<file path="src/rtl/lbs_pkg.sv">
package lbs_pkg;
    typedef enum logic [2:0] {
        ST_IDLE = 3'd0,
        ST_CHK  = 3'd1,
        ST_STEP = 3'd2,
        ST_REQ  = 3'd3,
        ST_WAIT = 3'd4,
        ST_FIN  = 3'd5
    } lbs_state_e;

    localparam int ALIGN_BITS = 4;
endpackage

</file>
<file path="src/rtl/lbs_pred_gate.sv">
module lbs_pred_gate #(
    parameter int PW = 16,
    parameter int CW = 5
) (
    input  logic [PW-1:0] pred,
    input  logic [1:0]    esz,
    input  logic [CW-1:0] elem,
    output logic          active,
    output logic          any_active
);
    logic [CW+2:0] pos;
    logic [PW-1:0] shifted;
    logic [PW-1:0] hit;

    // element e maps to predicate bit e * (W/8)
    always_comb begin
        pos     = {3'b000, elem} << esz;
        shifted = pred >> pos;
        active  = shifted[0];
    end

    for (genvar i = 0; i < PW; i++) begin : g_hit
        assign hit[i] = pred[i] && ((i % (1 << esz)) == 0);
    end

    assign any_active = |hit;
endmodule

</file>
<file path="src/rtl/lbs_addr_gen.sv">
module lbs_addr_gen #(
    parameter int AW = 64,
    parameter int CW = 5
) (
    input  logic [AW-1:0] base,
    input  logic [AW-1:0] index,
    input  logic [CW-1:0] elem,
    output logic [AW-1:0] addr
);
    assign addr = base + index + {{(AW-CW){1'b0}}, elem};
endmodule

</file>
<file path="src/rtl/lbs_lane_merge.sv">
module lbs_lane_merge #(
    parameter int VLEN = 128,
    parameter int CW   = 5
) (
    input  logic [VLEN-1:0] acc,
    input  logic [1:0]      esz,
    input  logic [CW-1:0]   elem,
    input  logic [7:0]      data,
    output logic [VLEN-1:0] merged
);
    logic [CW+5:0]   sh;
    logic [VLEN-1:0] lane;

    always_comb begin
        sh     = {3'b000, elem, 3'b000} << esz;
        lane   = {{(VLEN-8){1'b0}}, data} << sh;
        merged = acc | lane;
    end
endmodule

</file>
<file path="src/rtl/lbs_vec_byte_load.sv">
module lbs_vec_byte_load #(
    parameter int VLEN = 128,
    parameter int AW   = 64
) (
    input  logic                clk,
    input  logic                rst_n,
    input  logic                start_i,
    input  logic [AW-1:0]       base_i,
    input  logic                base_is_sp_i,
    input  logic [AW-1:0]       index_i,
    input  logic [VLEN/8-1:0]   pred_i,
    input  logic [1:0]          esz_i,
    input  logic                sp_chk_idle_i,
    output logic                rd_valid_o,
    input  logic                rd_ready_i,
    output logic [AW-1:0]       rd_addr_o,
    input  logic                rsp_valid_i,
    input  logic [7:0]          rsp_data_i,
    output logic                busy_o,
    output logic                done_o,
    output logic                fault_o,
    output logic [VLEN-1:0]     result_o
);
    import lbs_pkg::*;

    localparam int PW = VLEN / 8;
    localparam int CW = $clog2(PW + 1);

    typedef struct packed {
        lbs_state_e      st;
        logic [CW-1:0]   elem;
        logic [AW-1:0]   base;
        logic [AW-1:0]   idx;
        logic [PW-1:0]   pred;
        logic [1:0]      esz;
        logic            sp;
        logic            chk_idle;
        logic            fault;
        logic [VLEN-1:0] res;
    } ctx_t;

    ctx_t ctx_q, ctx_d;

    logic            elem_active;
    logic            any_active;
    logic [AW-1:0]   addr;
    logic [VLEN-1:0] merged;
    logic [CW-1:0]   nelem;

    lbs_pred_gate #(.PW(PW), .CW(CW)) u_gate (
        .pred       (ctx_q.pred),
        .esz        (ctx_q.esz),
        .elem       (ctx_q.elem),
        .active     (elem_active),
        .any_active (any_active)
    );

    lbs_addr_gen #(.AW(AW), .CW(CW)) u_addr (
        .base  (ctx_q.base),
        .index (ctx_q.idx),
        .elem  (ctx_q.elem),
        .addr  (addr)
    );

    lbs_lane_merge #(.VLEN(VLEN), .CW(CW)) u_merge (
        .acc    (ctx_q.res),
        .esz    (ctx_q.esz),
        .elem   (ctx_q.elem),
        .data   (rsp_data_i),
        .merged (merged)
    );

    assign nelem = CW'(PW >> ctx_q.esz);

    always_comb begin
        ctx_d = ctx_q;
        unique case (ctx_q.st)
            ST_IDLE: begin
                if (start_i) begin
                    ctx_d.st       = ST_CHK;
                    ctx_d.elem     = '0;
                    ctx_d.base     = base_i;
                    ctx_d.idx      = index_i;
                    ctx_d.pred     = pred_i;
                    ctx_d.esz      = esz_i;
                    ctx_d.sp       = base_is_sp_i;
                    ctx_d.chk_idle = sp_chk_idle_i;
                    ctx_d.fault    = 1'b0;
                    ctx_d.res      = '0;
                end
            end
            ST_CHK: begin
                if (ctx_q.sp && (any_active || ctx_q.chk_idle) &&
                    (|ctx_q.base[ALIGN_BITS-1:0])) begin
                    ctx_d.fault = 1'b1;
                    ctx_d.st    = ST_FIN;
                end else begin
                    ctx_d.st = ST_STEP;
                end
            end
            ST_STEP: begin
                if (ctx_q.elem >= nelem) begin
                    ctx_d.st = ST_FIN;
                end else if (elem_active) begin
                    ctx_d.st = ST_REQ;
                end else begin
                    ctx_d.elem = ctx_q.elem + 1'b1;
                end
            end
            ST_REQ: begin
                if (rd_ready_i) ctx_d.st = ST_WAIT;
            end
            ST_WAIT: begin
                if (rsp_valid_i) begin
                    ctx_d.res  = merged;
                    ctx_d.elem = ctx_q.elem + 1'b1;
                    ctx_d.st   = ST_STEP;
                end
            end
            ST_FIN: begin
                ctx_d.st = ST_IDLE;
            end
            default: ctx_d.st = ST_IDLE;
        endcase
    end

    always_ff @(posedge clk or negedge rst_n) begin
        if (!rst_n) ctx_q <= '0;
        else        ctx_q <= ctx_d;
    end

    assign rd_valid_o = (ctx_q.st == ST_REQ);
    assign rd_addr_o  = addr;
    assign busy_o     = (ctx_q.st != ST_IDLE);
    assign done_o     = (ctx_q.st == ST_FIN);
    assign fault_o    = done_o && ctx_q.fault;
    assign result_o   = ctx_q.res;

    // a read is only ever presented for an element the predicate enables
    a_r4_req_only_active: assert property (@(posedge clk) disable iff (!rst_n)
        rd_valid_o |-> elem_active);

    // no read beyond the last element
    a_r1_elem_in_range: assert property (@(posedge clk) disable iff (!rst_n)
        rd_valid_o |-> (ctx_q.elem < nelem));

    // pending request keeps its address until accepted
    a_r8_req_hold: assert property (@(posedge clk) disable iff (!rst_n)
        (rd_valid_o && !rd_ready_i) |=> (rd_valid_o && $stable(rd_addr_o)));

    // completion is a single-cycle pulse
    a_r8_done_pulse: assert property (@(posedge clk) disable iff (!rst_n)
        done_o |=> !done_o);

    // a fault only appears with done and never alongside a read
    a_r5_fault_with_done: assert property (@(posedge clk) disable iff (!rst_n)
        fault_o |-> (done_o && !rd_valid_o));

    // no fault without the stack-pointer flag
    a_r9_no_fault_non_sp: assert property (@(posedge clk) disable iff (!rst_n)
        (done_o && !ctx_q.sp) |-> !fault_o);

    // start while busy leaves the latched operands alone
    a_r7_busy_start_ignored: assert property (@(posedge clk) disable iff (!rst_n)
        (busy_o && start_i) |=> ($stable(ctx_q.base) && $stable(ctx_q.pred) &&
                                 $stable(ctx_q.idx) && $stable(ctx_q.esz)));
endmodule

</file>
<file path="config.mk">
export PLATFORM = sky130hd
export DESIGN_NAME = lbs_vec_byte_load
export DESIGN_NICKNAME = d
export VERILOG_FILES = /design/src/rtl/lbs_pkg.sv /design/src/rtl/lbs_pred_gate.sv /design/src/rtl/lbs_addr_gen.sv /design/src/rtl/lbs_lane_merge.sv /design/src/rtl/lbs_vec_byte_load.sv
export SDC_FILE = /design/constraint.sdc
export NUM_CORES = 1
export LEC_CHECK = 0
export CORE_UTILIZATION = 50
export DETAILED_ROUTE_END_ITERATION = 8
export PLACE_DENSITY_LB_ADDON = 0.1
export SKIP_CTS_REPAIR_TIMING = 1
export SLEW_MARGIN = 20
export SYNTH_ARGS = -nofsm -noshare
export SYNTH_HDL_FRONTEND = slang
export SYNTH_SLANG_ARGS = --single-unit
</file>
<file path="constraint.sdc">
create_clock -name clk -period 14.1 [get_ports clk]
set_input_delay 1.41 -clock clk [delete_from_list [all_inputs] [get_ports clk]]
set_output_delay 1.41 -clock clk [all_outputs]
set_load 0.005 [all_outputs]
</file>
# Word-level counts from Yosys, hierarchy flattened
# Cells that the tools add are included.
# totals
regBits,285
in_bits,161
output_inout_bits,196
elab_cells,111
# op_classes
n_addsub,3
div_mod_pow,16
order_cmp,1
n_eq_ne,12
shift,6
n_mux,14
bitwise,1
reduce_logical,48
# ops
cell,count
$logic_not 32->1,16
$mux 285,1
$mod 5x32->32 const A,8
$pmux 128 s2,1
$mod 4x32->32 const A,4
$mux 128,1
$or 128x128->128,1
$shl 8x11->128,1
$add 64x5->64,1
$add 64x64->64,1
$mod 3x32->32 const A,2
$mod 1x32->32 const A,1
$mod 2x32->32 const A,1
$shl 1x2->32 const A,1
$logic_and 1x1->1,19
$reduce_or 16->1,1
$shr 16x8->1,1
$pmux 3 s5,1
$pmux 5 s3,1
$mux 3,4
$shl 8x2->11,1
$mux 5,2
$ne 2x2->1 const B,5
$mux 8,1
20 further kinds,25

# Logic depth before layout (Yosys ltp)
# depth
depth_word,10
depth_mapped,59
depth_no_buf,48

# Cells and area by module
# Synthesis repeated with hierarchy kept, for this count alone.
# hier_totals
hier_cells,3045
area_unflattened_um2,24990.2
# by_module_without_submodules
mod,n_inst,cells_each,area_each_um2,seq_area_each_um2
lbs_vec_byte_load,1,1119,11737.5,7131.8
lbs_pred_gate,1,1080,7215.7,0.0
lbs_addr_gen,1,629,4574.4,0.0
lbs_lane_merge,1,217,1462.7,0.0

# Worst setup path after synthesis
# OpenSTA, ideal clock, no wires.
# synth_timing
path_kind,register -> register
from,reg ctx_q[131] in the netlist's numbering
to,reg ctx_q[283] in the netlist's numbering
setup_time_ns,0.126
t_arrival_ns,13.630
required_time_ns,13.974
setup_slack_ns,0.344
stages_incl_launch_ff,57
n_path_buf,10
synth_period_minus_slack_ns,13.756
cell_sequence,dfrtp_1 > clkbuf_1 > inv_1 > ha_1 > buf_6 > inv_1 > clkbuf_1 > clkbuf_1 > ha_1 > buf_4 > or3b_1 > buf_2 > a31oi_1 > o21a_1 > a2111oi_4 > mux2_2 > nor4b_1 > o31ai_1 > [21 not listed] > nor4_4 > o211a_1 > buf_6 > o21ai_2 > mux2_1 > a21oi_2 > o2111ai_2 > a22o_1 > and2_4 > and4_4 > buf_6 > o41ai_4 > nor2_1 > a2111oi_2 > nor3_1 > nand3_1 > a31oi_4 > a221o_1
# synth_between
elab_chain_len,10
word_cells_on_any_way,62
cone_classes,16 x div; 1 x order compare; 1 x eq/ne; 4 x shift; 3 x mux; 37 x reduce/logical
# synth_rtl
item,line_no,source
from (decl),lbs_vec_byte_load.sv:42,"ctx_t ctx_q, ctx_d;"
from (signal assigned),lbs_vec_byte_load.sv:129,else ctx_q <= ctx_d;
$shl 1x2->32,lbs_pred_gate.sv:23,assign hit[i] = pred[i] && ((i % (1 << esz)) == 0);
$mod 1x32->32 (tied with other cells),lbs_pred_gate.sv:23,
$logic_not 32->1,lbs_pred_gate.sv:23,
$logic_and 1x1->1,lbs_pred_gate.sv:23,
$reduce_or 16->1,lbs_pred_gate.sv:26,assign any_active = |hit;
$logic_or 1x1->1,lbs_vec_byte_load.sv:93,if (ctx_q.sp && (any_active || ctx_q.chk_idle) &&
$logic_and 1x1->1 (2 in a row),lbs_vec_byte_load.sv:93,
$mux 3,lbs_vec_byte_load.sv:93,
$pmux 3 s5,lbs_vec_byte_load.sv:77,unique case (ctx_q.st)
# Parallel ways exist; a longest one is shown, timed or not.
# A chain may end at the register's enable or synchronous reset.

# Worst setup path after layout
# Same ends and word-level chain as after synthesis.

==> results.cfg <==
[clock_tree]
clock_sinks = 285
clk_path_buf_depth = 3
cts_root_buf = clkbuf_16
cts_tree = yes
cts.reportedPaths.clkPinSlew_ns = 0.07
insertion_delay_ns = 0.57
htree_levels = 2
cts_buffers = 34

[timing]
relSlewSlack_pct = 27.8
fin_crit_sh_pct = 95.8
fmax_ghz = 0.0741
finalHoldViolCount = 0
setup_viol = 0
clock-skew-final_ns = 0.0420
slew_viol_final = 0
tightest_slew_ns = 1.08
fin_crit_ns = 13.50

[worst_setup_path]
reg2reg_to = ctx_q[283]
critPathKind = flop to flop
crit_top_cell = buf_4
regToRegSetupSlack_ns = 0.60
required_ns = 14.56
r2r-start = ctx_q[131]
startpoint_type = flop
critPathSlowestCell = mux2i_1
max_stage_delay_ns = 0.47
crit_path_end_kind = flop
r2r_cells = 50
arrival_ns = 13.96
cp_max_fo = 34

[synth]
synth_flop_cell = dfrtp_1
synth_cells = 2446
ys_warn_count = 0
avgSynthCellArea_um2 = 8.86
synthArstFlopShare_pct = 100
synth_nets = 2756
synthesis.area_um2 = 21700
ys_types = 119
synth.top_cell.area_share_pct = 32.9
synth-edff-count = 0
ys_seq_elements = 285
synth_area_leaders = dfrtp_1, ha_1, mux2_2, a21oi_1, nor2_1
yosysTopAreaCell = dfrtp_1
seq_area_frac_synth_pct = 32.9

[finish]
multiInputGateArea_um2 = 13000
seqCellArea_um2 = 7130
drive_gt1_share_pct = 14.8
final_area_um2 = 26600
n_fill_cell = 3687
syn2layout_area_growth_pct = 23.0
finalNetCount = 3022

[hold_path]
hp-start = result_o[114]
hold_depth = 2
min_path_type = flop to flop
holdPathEnd = result_o[114]

[placed_design]
dp_hpwl_um = 53700
port_buffers = 356
dpl_cell_area_um2 = 25300
gp_congestion = 1.01

[global_route]
grt_pass1_wl_um = 111000
grt_pass1_vias = 19900
antenna_found_initial = 14
grt_max_degree = 105
overflow = 0
grtUsageTotal_pct = 32.0

[route]
drtIter0Drc = 1785
firstDrtPassIters = 5
drcViolationCount = 0
vias_per_cell = 6.05
ant_nets = 0
totalWireLength_um = 71500
vias = 20100
avgRoutedWirePerCell_um = 21.5

[floorplanning]
coreArea_um2 = 42300
io_pins = 357
die_area_um2 = 44200
initial_core_util_pct = 51.2
num_rows = 75
die_w_um = 210
fp.dieH_um = 210

[job]
drv_cap = 0

[status]
status = finished clean
Yosys cell counts (all sizes together), types with 20 or more instances:
master and instances:
inv 73, mux2i 31, o21ai 132, mux2 156, nand3 54, nor3 48
clkbuf 84, a31oi 35, nor2 322, and3 23, o21a 20, xnor2 57
ha 143, and2 31, buf 151, a21oi 246, a21o 22, nand2 145
dfrtp 285, a211oi 30
worst max-delay path, delay by kind of cell (launching register included):
| kind | cells | cell delay [ns] |
|---|---|---|
| buf+inv | 8 | 1.78 |
| fa+ha+maj | 1 | 0.22 |
| simple gates | 13 | 2.52 |
| mux | 4 | 1.57 |
| flops | 1 | 0.38 |
| compound gates | 24 | 6.90 |
worst max path at each step:
stage               start  cells past startpoint    endpoint  slack, ns
2_1_floorplan  ctx_q[131]                     56  ctx_q[283]       0.34
3_3_place_gp   ctx_q[131]                     49  ctx_q[283]       0.43
3_5_place_dp   ctx_q[131]                     50  ctx_q[283]       0.23
4_1_cts        ctx_q[131]                     49  ctx_q[283]       0.15
5_1_grt        ctx_q[132]                     50  ctx_q[283]      -0.05
6_report       ctx_q[131]                     50  ctx_q[283]       0.60
kinds of logic (layout without fill, tap and decap cells):
family / Yosys count / in the layout / share of synthesized area [%]
simple gates: 759 / 760 / 16.7
flops: 285 / 285 / 32.9
other cells: 0 / 10 / 0
buf+inv: 309 / 600 / 7.88
mux: 187 / 187 / 9.58
compound gates: 691 / 691 / 21.4
xor+xnor: 66 / 66 / 2.67
fa+ha+maj: 149 / 149 / 8.81
layer usage:
layer / part of all wire, % / global-route usage, % / vias up
met2: 47 / 52.1 / 900
met4: 4.5 / 14.7 / 8
met5: 0.074 / 0 / -
met3: 8.8 / 7.97 / 223
li1: - / - / 9312
met1: 40 / 39.8 / 9676
stage by stage:
step	cells	TNS [ns]	worst slack (ns)	hold slack [ns]	utilization, %
3_3_place_gp	3244	0	0.426	0.476	59.7
4_1_cts	3306	0	0.147	0.498	62.3
6_report	3325	0	0.597	0.495	62.9
2_1_floorplan	2446	0	0.344	0.464	-
3_5_place_dp	3244	0	0.232	0.484	59.7
5_1_grt	3323	-0.0539	-0.0539	0.512	62.9
state kept, by name (all words and copies together), names as in the netlist:
signal    cells
ctx_q       157
result_o    128
layout make-up:
type,count,share of cell area [%]
tap,577,2.71
antenna,10,0.0939
multi-input combinational,1853,48.8
sequential,285,26.8
inverter,74,1.04
timing repair buffer,464,16.4
clock inverter,10,0.540
clock buffer,52,3.60
cell usage in the layout, fill, tap and decap left out, types with 15 or more instances in the layout:
master	Yosys	routed
mux2_2	154	154
clkbuf_16	0	34
nor3_1	47	47
nand3_1	52	51
mux2i_1	30	27
nand2b_1	16	16
o21ai_0	116	116
or3_1	18	18
inv_1	73	73
clkdlybuf4s50_1	0	355
and3_1	23	23
a21o_1	22	22
a31oi_1	32	30
xnor2_1	57	57
nand4_1	15	15
o211ai_1	18	18
a211oi_1	25	22
nor2_1	320	317
a21oi_1	245	242
ha_1	143	142
o21a_1	19	19
a21boi_0	15	15
nand2_1	144	144
dfrtp_1	285	285
buf_4	130	108
and2_1	28	29
Power is left out: the tool's default activity adds up to more than one toggle a clock period on the data nets, which glitch-free logic cannot reach.
